### src/rtl/gstk_ctl_pkg.sv
package gstk_ctl_pkg;

    typedef enum logic [1:0] {LVL0 = 2'd0, LVL1 = 2'd1, LVL2 = 2'd2, LVL3 = 2'd3} lvl_e;

    typedef struct packed {
        logic [1:0] op0;
        logic [2:0] op1;
        logic [3:0] crn;
        logic [3:0] crm;
        logic [2:0] op2;
    } sreg_sel_t;

    localparam sreg_sel_t SEL_STK_L2 = sreg_sel_t'({2'b11, 3'b100, 4'b0010, 4'b0101, 3'b000});
    localparam sreg_sel_t SEL_STK_L1 = sreg_sel_t'({2'b11, 3'b000, 4'b0010, 4'b0101, 3'b000});

    // outcome bit positions
    localparam int OC_UNDEF = 0;
    localparam int OC_TRAP2 = 1;
    localparam int OC_TRAP3 = 2;
    localparam int OC_REG   = 3;
    localparam int OC_MEM   = 4;
    localparam int OC_W     = 5;
    typedef logic [OC_W-1:0] outcome_t;

    localparam logic [5:0]  TRAP_CLASS = 6'h18;
    localparam logic [11:0] REDIR_OFF  = 12'h8D0;

    // writable field positions: store-enable 9, push-enable 8, lock 6, return check 5, call-return select 0
    localparam int unsigned FLD_STR  = 9;
    localparam int unsigned FLD_PUSH = 8;
    localparam int unsigned FLD_LOCK = 6;
    localparam int unsigned FLD_RCHK = 5;
    localparam int unsigned FLD_CRS  = 0;

    function automatic logic [63:0] wr_mask();
        logic [63:0] m;
        m = '0;
        m[FLD_STR]  = 1'b1;
        m[FLD_PUSH] = 1'b1;
        m[FLD_LOCK] = 1'b1;
        m[FLD_RCHK] = 1'b1;
        m[FLD_CRS]  = 1'b1;
        return m;
    endfunction

    typedef struct packed {
        lvl_e lvl;
        logic l2_on;
        logic l3_here;
        logic halted;
        logic sdd;
        logic stk_en;
        logic alias_on;
        logic nv_trap;
        logic nv_alt;
        logic nv_mem;
        logic fgt_on;
        logic fgt_rd_ok;
        logic fgt_wr_ok;
        logic sdd_first;
    } req_ctx_t;

endpackage

### src/rtl/gstk_sel_decode.sv
module gstk_sel_decode
    import gstk_ctl_pkg::*;
(
    input  sreg_sel_t sel,
    output logic      hit_l2,
    output logic      hit_l1
);
    assign hit_l2 = (sel == SEL_STK_L2);
    assign hit_l1 = (sel == SEL_STK_L1);
endmodule

### src/rtl/gstk_access_arbiter.sv
module gstk_access_arbiter
    import gstk_ctl_pkg::*;
(
    input  logic     clk,
    input  logic     rst,
    input  logic     valid,
    input  logic     hit_l2,
    input  logic     hit_l1,
    input  logic     write,
    input  req_ctx_t ctx,
    output outcome_t outcome,
    output logic     tgt_l2
);
    logic stk_off, dbg_lock, early_undef, fgt_trap, nested_mem;

    assign stk_off     = ctx.l3_here && !ctx.stk_en;
    assign dbg_lock    = ctx.halted && ctx.sdd;
    assign early_undef = stk_off && dbg_lock && ctx.sdd_first;
    assign fgt_trap    = ctx.l2_on && ctx.fgt_on && !(write ? ctx.fgt_wr_ok : ctx.fgt_rd_ok);
    assign nested_mem  = ctx.l2_on && ctx.nv_trap && ctx.nv_alt && ctx.nv_mem;

    always_comb begin
        outcome = '0;
        tgt_l2  = 1'b0;
        if (valid && (hit_l2 || hit_l1)) begin
            unique case (ctx.lvl)
                LVL0: outcome[OC_UNDEF] = 1'b1;
                LVL1: begin
                    if (hit_l2) begin
                        if (ctx.l2_on && ctx.nv_trap) outcome[OC_TRAP2] = 1'b1;
                        else                          outcome[OC_UNDEF] = 1'b1;
                    end else if (early_undef) begin
                        outcome[OC_UNDEF] = 1'b1;
                    end else if (fgt_trap) begin
                        outcome[OC_TRAP2] = 1'b1;
                    end else if (stk_off) begin
                        if (dbg_lock) outcome[OC_UNDEF] = 1'b1;
                        else          outcome[OC_TRAP3] = 1'b1;
                    end else if (nested_mem) begin
                        outcome[OC_MEM] = 1'b1;
                    end else begin
                        outcome[OC_REG] = 1'b1;
                    end
                end
                LVL2: begin
                    if (early_undef) begin
                        outcome[OC_UNDEF] = 1'b1;
                    end else if (stk_off) begin
                        if (dbg_lock) outcome[OC_UNDEF] = 1'b1;
                        else          outcome[OC_TRAP3] = 1'b1;
                    end else begin
                        outcome[OC_REG] = 1'b1;
                        tgt_l2 = hit_l2 || ctx.alias_on;
                    end
                end
                LVL3: begin
                    outcome[OC_REG] = 1'b1;
                    tgt_l2 = hit_l2;
                end
                default: outcome = '0;
            endcase
        end
    end

    // never more than one outcome
    assert_one_outcome_R2: assert property (@(posedge clk) disable iff (rst)
        $onehot0(outcome));

    // level 0 never gets through
    assert_lvl0_undef_R3: assert property (@(posedge clk) disable iff (rst)
        (valid && (hit_l2 || hit_l1) && ctx.lvl == LVL0) |-> (outcome == outcome_t'(1) << OC_UNDEF));

    // level 3 reaches the register it names
    assert_lvl3_direct_R10: assert property (@(posedge clk) disable iff (rst)
        (valid && (hit_l2 || hit_l1) && ctx.lvl == LVL3) |-> (outcome[OC_REG] && tgt_l2 == hit_l2));
endmodule

### src/rtl/gstk_ctl_regfile.sv
module gstk_ctl_regfile #(
    parameter int DATA_W = 64,
    parameter int NREG   = 2,
    parameter logic [DATA_W-1:0] MASK = '1
) (
    input  logic                    clk,
    input  logic                    rst,
    input  logic                    wr_en,
    input  logic [$clog2(NREG)-1:0] wr_idx,
    input  logic [DATA_W-1:0]       wr_data,
    input  logic [$clog2(NREG)-1:0] rd_idx,
    output logic [DATA_W-1:0]       rd_data
);
    localparam int IDX_W = $clog2(NREG);

    logic [NREG-1:0][DATA_W-1:0] regs;

    for (genvar g = 0; g < NREG; g++) begin : g_reg
        always_ff @(posedge clk) begin
            if (rst) begin
                regs[g] <= '0;
            end else if (wr_en && wr_idx == IDX_W'(g)) begin
                regs[g] <= wr_data & MASK;
            end
        end

        // reserved bits stay clear
        assert_res0_R1: assert property (@(posedge clk) disable iff (rst)
            (regs[g] & ~MASK) == '0);
    end

    assign rd_data = regs[rd_idx];

    // no write, no change
    assert_hold_R11: assert property (@(posedge clk) disable iff (rst)
        !wr_en |=> $stable(regs));
endmodule

### src/rtl/gstk_ctl_access.sv
module gstk_ctl_access
    import gstk_ctl_pkg::*;
#(
    parameter int DATA_W = 64
) (
    input  logic              clk,
    input  logic              rst,
    input  logic              req_valid,
    input  logic [1:0]        req_op0,
    input  logic [2:0]        req_op1,
    input  logic [3:0]        req_crn,
    input  logic [3:0]        req_crm,
    input  logic [2:0]        req_op2,
    input  logic              req_write,
    input  logic [DATA_W-1:0] req_wdata,
    input  logic [1:0]        cur_lvl,
    input  logic              lvl2_present,
    input  logic              lvl3_present,
    input  logic              cpu_halted,
    input  logic              sec_dbg_off,
    input  logic              lvl3_stk_en,
    input  logic              host_alias,
    input  logic              hv_nest_trap,
    input  logic              hv_nest_alt,
    input  logic              hv_nest_mem,
    input  logic              fgt_active,
    input  logic              fgt_rd_allow,
    input  logic              fgt_wr_allow,
    input  logic              sdd_undef_first,
    output logic [OC_W-1:0]   acc_kind,
    output logic              acc_tgt_l2,
    output logic [5:0]        trap_class,
    output logic [11:0]       redir_off,
    output logic [DATA_W-1:0] rd_data
);
    localparam int NREG = 2;
    localparam logic [DATA_W-1:0] MASK = DATA_W'(wr_mask());

    sreg_sel_t sel;
    req_ctx_t  ctx;
    logic      hit_l2, hit_l1, tgt_l2;
    outcome_t  oc;
    logic [DATA_W-1:0] rf_rd;

    assign sel = '{op0: req_op0, op1: req_op1, crn: req_crn, crm: req_crm, op2: req_op2};
    assign ctx = '{lvl: lvl_e'(cur_lvl), l2_on: lvl2_present, l3_here: lvl3_present,
                   halted: cpu_halted, sdd: sec_dbg_off, stk_en: lvl3_stk_en,
                   alias_on: host_alias, nv_trap: hv_nest_trap, nv_alt: hv_nest_alt,
                   nv_mem: hv_nest_mem, fgt_on: fgt_active, fgt_rd_ok: fgt_rd_allow,
                   fgt_wr_ok: fgt_wr_allow, sdd_first: sdd_undef_first};

    gstk_sel_decode u_dec (
        .sel    (sel),
        .hit_l2 (hit_l2),
        .hit_l1 (hit_l1)
    );

    gstk_access_arbiter u_arb (
        .clk     (clk),
        .rst     (rst),
        .valid   (req_valid),
        .hit_l2  (hit_l2),
        .hit_l1  (hit_l1),
        .write   (req_write),
        .ctx     (ctx),
        .outcome (oc),
        .tgt_l2  (tgt_l2)
    );

    gstk_ctl_regfile #(
        .DATA_W (DATA_W),
        .NREG   (NREG),
        .MASK   (MASK)
    ) u_rf (
        .clk     (clk),
        .rst     (rst),
        .wr_en   (oc[OC_REG] && req_write),
        .wr_idx  (tgt_l2),
        .wr_data (req_wdata),
        .rd_idx  (tgt_l2),
        .rd_data (rf_rd)
    );

    assign acc_kind   = oc;
    assign acc_tgt_l2 = tgt_l2;
    assign trap_class = (oc[OC_TRAP2] || oc[OC_TRAP3]) ? TRAP_CLASS : 6'h0;
    assign redir_off  = oc[OC_MEM] ? REDIR_OFF : 12'h0;
    assign rd_data    = (oc[OC_REG] && !req_write) ? rf_rd : '0;
endmodule

### config.mk
export PLATFORM = sky130hd
export DESIGN_NAME = gstk_ctl_access
export DESIGN_NICKNAME = d
export VERILOG_FILES = /design/src/rtl/gstk_ctl_pkg.sv /design/src/rtl/gstk_sel_decode.sv /design/src/rtl/gstk_access_arbiter.sv /design/src/rtl/gstk_ctl_regfile.sv /design/src/rtl/gstk_ctl_access.sv
export SDC_FILE = /design/constraint.sdc
export NUM_CORES = 1
export LEC_CHECK = 0
export BUFFER_PORTS_ARGS = -buffer_cell sky130_fd_sc_hd__buf_2
export CAP_MARGIN = 30
export CELL_PAD_IN_SITES_DETAIL_PLACEMENT = 1
export CELL_PAD_IN_SITES_GLOBAL_PLACEMENT = 2
export CORE_MARGIN = 4
export CORE_UTILIZATION = 13
export DETAILED_ROUTE_END_ITERATION = 6
export HOLD_SLACK_MARGIN = 0.05
export PLACE_DENSITY = 0.84
export SYNTH_ARGS = -nofsm -noshare
export SYNTH_HDL_FRONTEND = slang
export SYNTH_SLANG_ARGS = --single-unit
### constraint.sdc
create_clock -name clk -period 2.66 [get_ports clk]
set_input_delay 0.399 -clock clk [delete_from_list [all_inputs] [get_ports clk]]
set_output_delay 0.399 -clock clk [all_outputs]
set_load 0.01 [all_outputs]
## Word level (Yosys, flattened, before mapping)

Index checks and enable logic that the tools add are counted.

- Bits in registers: 10
- Output and inout bits: 88

- Magnitude comparators: 1
- Equality and inequality tests: 5
- Muxes and demuxes: 35
- Bitwise operators: 1
- Reduce and logical (&&, ||, !) cells: 21

Operators with widths:

| cell | count |
|---|---|
| $mux 64 | 2 |
| $eq 16x16->1 const B | 2 |
| $mux 1 | 19 |
| $logic_and 1x1->1 | 14 |
| $mux 12 | 1 |
| $mux 10 | 1 |
| $mux 5 | 2 |
| $mux 2 | 3 |
| $mux 3 | 2 |
| $pmux 1 s3 | 2 |
| $eq 2x2->1 const B | 2 |
| $mux 4 | 1 |
| $pmux 1 s2 | 2 |
| $logic_not 1->1 | 3 |
| $logic_or 1x1->1 | 3 |
| $eq 2x1->1 const B | 1 |
| $logic_not 2->1 | 1 |
| $lt 1x2->1 const B | 1 |
| $not 1->1 | 1 |

## Logic depth before layout (Yosys ltp)

- Word-level depth: 12
- Depth in mapped cells: 7

## Modules after synthesis

From an unflattened synthesis, not the netlist that was laid out.

- Cells, all modules: 245
- Area total of the unflattened synthesis: 2095.8 um2

Modules (own cells, without submodules):

| module | instances | cells an instance | area an instance (um2) | sequential area each (um2) |
|---|---|---|---|---|
| gstk_ctl_regfile | 1 | 104 | 939.7 | 200.2 |
| gstk_ctl_access | 1 | 98 | 829.5 | 0.0 |
| gstk_access_arbiter | 1 | 36 | 265.3 | 0.0 |
| gstk_sel_decode | 1 | 7 | 61.3 | 0.0 |

## Least setup slack after synthesis

Ideal clock, no wire load.

- Path type: input -> output
- From: input port req_crm[1]
- To: output port redir_off[11]
- Arrival time: 2.679 ns
- Required time: 2.261 ns
- Setup slack: -0.418 ns
- Stages on the path: 6
- Buffers on the path: 2
- Cells stage by stage: or4b_4 nor4_1 nand2_1 clkbuf_1 nor4b_1 buf_4

- Longest elaborated chain between the ends: 5

Ends and longest elaborated chain:

| what | line | RTL |
|---|---|---|
| start, declared | gstk_ctl_access.sv:12 | `input logic [3:0] req_crm,` |
| $eq 16x16->1 (on tied branches) | gstk_sel_decode.sv:8, gstk_sel_decode.sv:9 |  |
| $mux 3 or $logic_or 1x1->1 (tied branches) | gstk_access_arbiter.sv:29, gstk_access_arbiter.sv:25 |  |
| $mux 1 or $logic_and 1x1->1 (tied branches) | gstk_access_arbiter.sv:26, gstk_access_arbiter.sv:25 |  |
| $mux 5 (*) | gstk_access_arbiter.sv:25 | `if (valid && (hit_l2 \|\| hit_l1)) begin` |
| named net acc_kind[4] | gstk_ctl_access.sv:30 | `output logic [OC_W-1:0] acc_kind,` |
| $mux 12 (*) | gstk_ctl_access.sv:87 | `assign redir_off = oc[OC_MEM] ? REDIR_OFF : 12'h0;` |
| end, declared | gstk_ctl_access.sv:33 | `output logic [11:0] redir_off,` |

Mark *: on every way through the listed nets, which the timed path passes. The rest lies on a longest branch.

## Worst setup path after layout

- From: input port req_crm[3]
- To: output port rd_data[0]

- Longest elaborated chain between the ends: 9

Ends and longest elaborated chain:

| what | line | RTL |
|---|---|---|
| $eq 16x16->1 | gstk_sel_decode.sv:8 | `assign hit_l2 = (sel == SEL_STK_L2);` |
| $logic_or 1x1->1 | gstk_access_arbiter.sv:53 | `tgt_l2 = hit_l2 \|\| ctx.alias_on;` |
| $mux 1 | gstk_access_arbiter.sv:48 | `end else if (stk_off) begin` |
| $mux 1 | gstk_access_arbiter.sv:46 | `if (early_undef) begin` |
| $pmux 1 s2 | gstk_access_arbiter.sv:26 | `unique case (ctx.lvl)` |
| $mux 1 | gstk_access_arbiter.sv:25 |  |
| $mux 10 (not written as such) | gstk_ctl_regfile.sv:32 | `assign rd_data = regs[rd_idx];` |
| $mux 64 (not written as such) | gstk_ctl_regfile.sv:32 |  |
| $mux 64 (*) | gstk_ctl_access.sv:88 | `assign rd_data = (oc[OC_REG] && !req_write) ? rf_rd : '0;` |
| end, declared | gstk_ctl_access.sv:34 | `output logic [DATA_W-1:0] rd_data` |

Every way passes the cells marked *; elsewhere a longest branch is shown, timed or not. The select of a mux whose other input is x is not followed.

==> results list <==
- After filler insertion, the fill cell instance count of the layout stands at 1381.
- CP delay by family, top: simple AND/OR/NAND/NOR gates
- CTS sink count: 10
* Placement row count: 39
* Average instance area after synthesis: 7.73 sq um
- Global-route wire length before repair: 6.80 mm
- Normalized max-slew margin: 49.7%
- Setup slack after layout: -0.172 ns
- The final layout contains 369 nets.
* H-tree depth reported by CTS: 1
- Cells fill 18.3% of the core in the end.
* Worst EP arrival: 2.43 ns
- Of all nets on the critical path, the largest fanout is 5.
- Number of buffers inserted by port buffering: 56
- The setup path with the least slack is of type in -> out.
* Post-placement setup slack: -0.364 ns
* Hold buffer count at cts: 0
- Max Transition Viols Final: 0
* Accumulated negative setup slack: -1.24 ns
- The congestion estimate from routability-driven global placement came to 0.722.
* Maximum number of pins on one net before global-route repair: 16
* Register with the highest flop count: u_rf.regs
- Maximum vdd ir drop: 0.236 mV
- Critical path, cell by cell: buf_6, or4b_4, or4_4, a2111oi_4, buf_6, nand2_2, a21oi_2, buf_2
- Slew @ Worst Pin: 0.755 ns
* Outcome: finished with violations
* Violations in the final reports: negative setup slack
- Dividing the detail-routed wire length by the instance count gives 11.7 um.
- Finished Cell Area: 2100 sq um
* Cell internal power dissipation: 0.390 mW
- Data required time at the worst endpoint: 2.26 ns
* Fraction of power consumed by sequential logic: 27.3%
- Leading area contributor after synthesis: sky130_fd_sc_hd__buf_4
- The number of antenna violations at the first check in global routing was 0.
* Fraction of final layout cells sized beyond drive strength 1: 41.4%
* FF+latch count, synth: 10
- In the routed layout, each cell is associated on average with a via count of 3.41.
* Slowest library cell on the worst path: sky130_fd_sc_hd__or4_4
- No sink is reached through more buffers than the 2 on the longest clock path.
- Max-cap violations: 0
- Post-synthesis cell type count: 38
* Top library cells by usage in the layout, fill and taps aside: 71 x sky130_fd_sc_hd__conb_1, 51 x sky130_fd_sc_hd__buf_2, 11 x sky130_fd_sc_hd__nand2b_1, 11 x sky130_fd_sc_hd__buf_4
- The design draws 0.551 mW.
- Remaining routing DRC violations: 0
- The worst path in the final design needs a cycle of 2.83 ns, including I/O delays and setup.
* Yosys warning count: 0
- In this run the remaining antenna-violating nets after routing total 0.
* Number of top-level pins: 187
- In the synthesized netlist the async set-or-reset flop fraction comes to 0%.
- The die covers 13600 sq um.
* Violation count after the first detailed-route iteration: 29
* Gate count after technology mapping: 198
- The first TritonRoute pass finished after 4 iterations.
- Type of element capturing the critical path: output pin
- Synthesized cell area: 1530 sq um
* Largest regs: u_rf.regs (10)
- Most common flop cell mapped by yosys: sky130_fd_sc_hd__dfxtp_1
* Final Hold Fails: 0
- Global routing finished with a remaining overflow of 0.
- STA classifies the critical path startpoint as a primary input.
* Count of vias placed by the detailed router: 1383
* Period utilization: 106%
- Die boundary height: 116 um
* Number of antenna repair diodes: 0
- Setup violations remaining at the end of the flow were counted as 14.
- For this design the total switching power over the nets is 0.161 mW.
- Total Routing Usage GR: 6.39%
- Based on the critical path, the design can be clocked at up to 353 MHz.
* Leak pwr: 0.985 nW
* CTS tree: yes
- Flip-flop count of the largest register after layout: 10
- The critical path contains buffers and inverters numbering 3 combined.
* Most common cell after layout, fill and taps aside: sky130_fd_sc_hd__conb_1
- From left edge to right edge, the die measures 116 um.
- Root buffer cell: sky130_fd_sc_hd__clkbuf_16
- Clock-pin slew was measured on the worst setup and hold paths at 0.04 ns.
- In this run switching power makes up 29.2% of total power.
* Combinational cell fraction of total power: 25.0%
- Crit path top cell by count: sky130_fd_sc_hd__buf_6
- Total wirelength of the detailed-routed design: 4.74 mm
- In this run the power density over the cells is 262 nW/um^2.
* Detailed-placement wirelength estimate: 3.98 mm
- Clock network fraction of design power: 47.7%
* Sequential area share after synthesis: 13.1%
- Unrepaired setup endpoints after global routing: yes
- Number of global-route vias before repair: 1395
* Class of the tightest hold or removal check: in -> reg
- Leading post-synthesis cells by cell area: sky130_fd_sc_hd__buf_4 37%, sky130_fd_sc_hd__dfxtp_1 13%, sky130_fd_sc_hd__a21oi_1 4.6%, sky130_fd_sc_hd__nand2b_1 4.5%, sky130_fd_sc_hd__ha_1 4.1%
- Effective utilization at floorplan: 13.3%
* Total core area: 11500 sq um
- The largest single stage delay on the critical path is 0.56 ns.
- TritonCTS buffer count: 3
* Post-route clock skew: 0 ns
- In this run the cell area measured after placement is 1790 sq um.
- Area fraction of the dominant cell type after synthesis: 37.3%
- Counting flops with a built-in enable in the synthesized netlist gives 0.
* Layout-stage area growth over the synthesis result: 37.2%
- Clock latency at the later pin of the worst-skew pair: 0.24 ns
[metal layers]
metal / wire length, um / part of all wire [%] / global-route usage, % / vias to the layer above
li1: - / - / - / 666
met1: 1960 / 41 / 8.10 / 633
met2: 2250 / 48 / 11.3 / 80
met3: 497 / 10 / 1.35 / 4
met4: 29 / 0.61 / 1.16 / 0
met5: 0 / 0 / 0 / -
[Yosys cell counts, drive strengths merged, types with 2 or more instances]
| master | instances |
|---|---|
| buf | 78 |
| a21oi | 14 |
| nand2 | 11 |
| nand2b | 11 |
| nand3 | 11 |
| dfxtp | 10 |
| o21ai | 10 |
| mux2i | 6 |
| ha | 5 |
| a211oi | 4 |
| inv | 4 |
| clkbuf | 3 |
| or4 | 3 |
| or4bb | 3 |
| nand3b | 2 |
| nand4b | 2 |
| nor2 | 2 |
| nor4 | 2 |
| nor4b | 2 |
| or2 | 2 |
| or4b | 2 |
[worst reg2reg max path, delay by kind of cell, from the launching register on]
kind            cells  cell delay, ns
compound gates      2            0.23
flops               1            0.38
[power by group through the flow]
stage	Combinational [mW]	Clock (mW)	Sequential [mW]
floorplan	0.155	0	0.153
global placement	0.122	0	0.153
detailed placement	0.126	0	0.153
CTS	0.132	0.274	0.150
global route	0.155	0.279	0.150
finish	0.138	0.263	0.151
[stage by stage]
step / instances / hold slack (ns)
finish: 406 / 0.441
global route: 406 / 0.448
CTS: 405 / 0.437
detailed placement: 397 / 0.471
global placement: 397 / 0.461
floorplan: 268 / 0.448
[area by class of cell]
type / instances / area [sq um] / area share [%]
multi-input cells: 173 / 1140 / 54.4
well taps: 143 / 179 / 8.52
repair buffers: 73 / 488 / 23.2
flip-flops and latches: 10 / 200 / 9.54
inverters: 4 / 15.0 / 0.715
clock buffers: 3 / 75.1 / 3.58
[logic make-up (layout without fill, tap and decap cells)]
family,Yosys count,in the layout,share of synthesized area [%]
simple gates,58,58,24.5
flops,10,10,13.1
buf+inv,85,80,40.1
mux,6,6,3.92
fa+ha+maj,5,5,4.09
compound gates,33,33,14.1
other cells,1,71,0.245
[repair_timing]
| item | CTS | global route |
|---|---|---|
| gates resized for setup | 24 | 17 |
| hold endpoints to repair | 0 | 0 |
| setup endpoints to repair | 17 | 16 |
| pin swaps | 14 | 6 |
| setup buffers | 5 | 1 |
[final timing paths]
check,slack (ns),startpoint,end,cells after the start
max reg2reg,1.98,u_rf.regs[73]$_SDFFE_PP0P_,u_rf.regs[73]$_SDFFE_PP0P_,2
max,-0.17,req_crm[3],rd_data[0],8
min reg2reg,0.48,u_rf.regs[5]$_SDFFE_PP0P_,u_rf.regs[5]$_SDFFE_PP0P_,2
min,0.44,req_wdata[5],u_rf.regs[5]$_SDFFE_PP0P_,3
(Power assumes the default switching activity.)
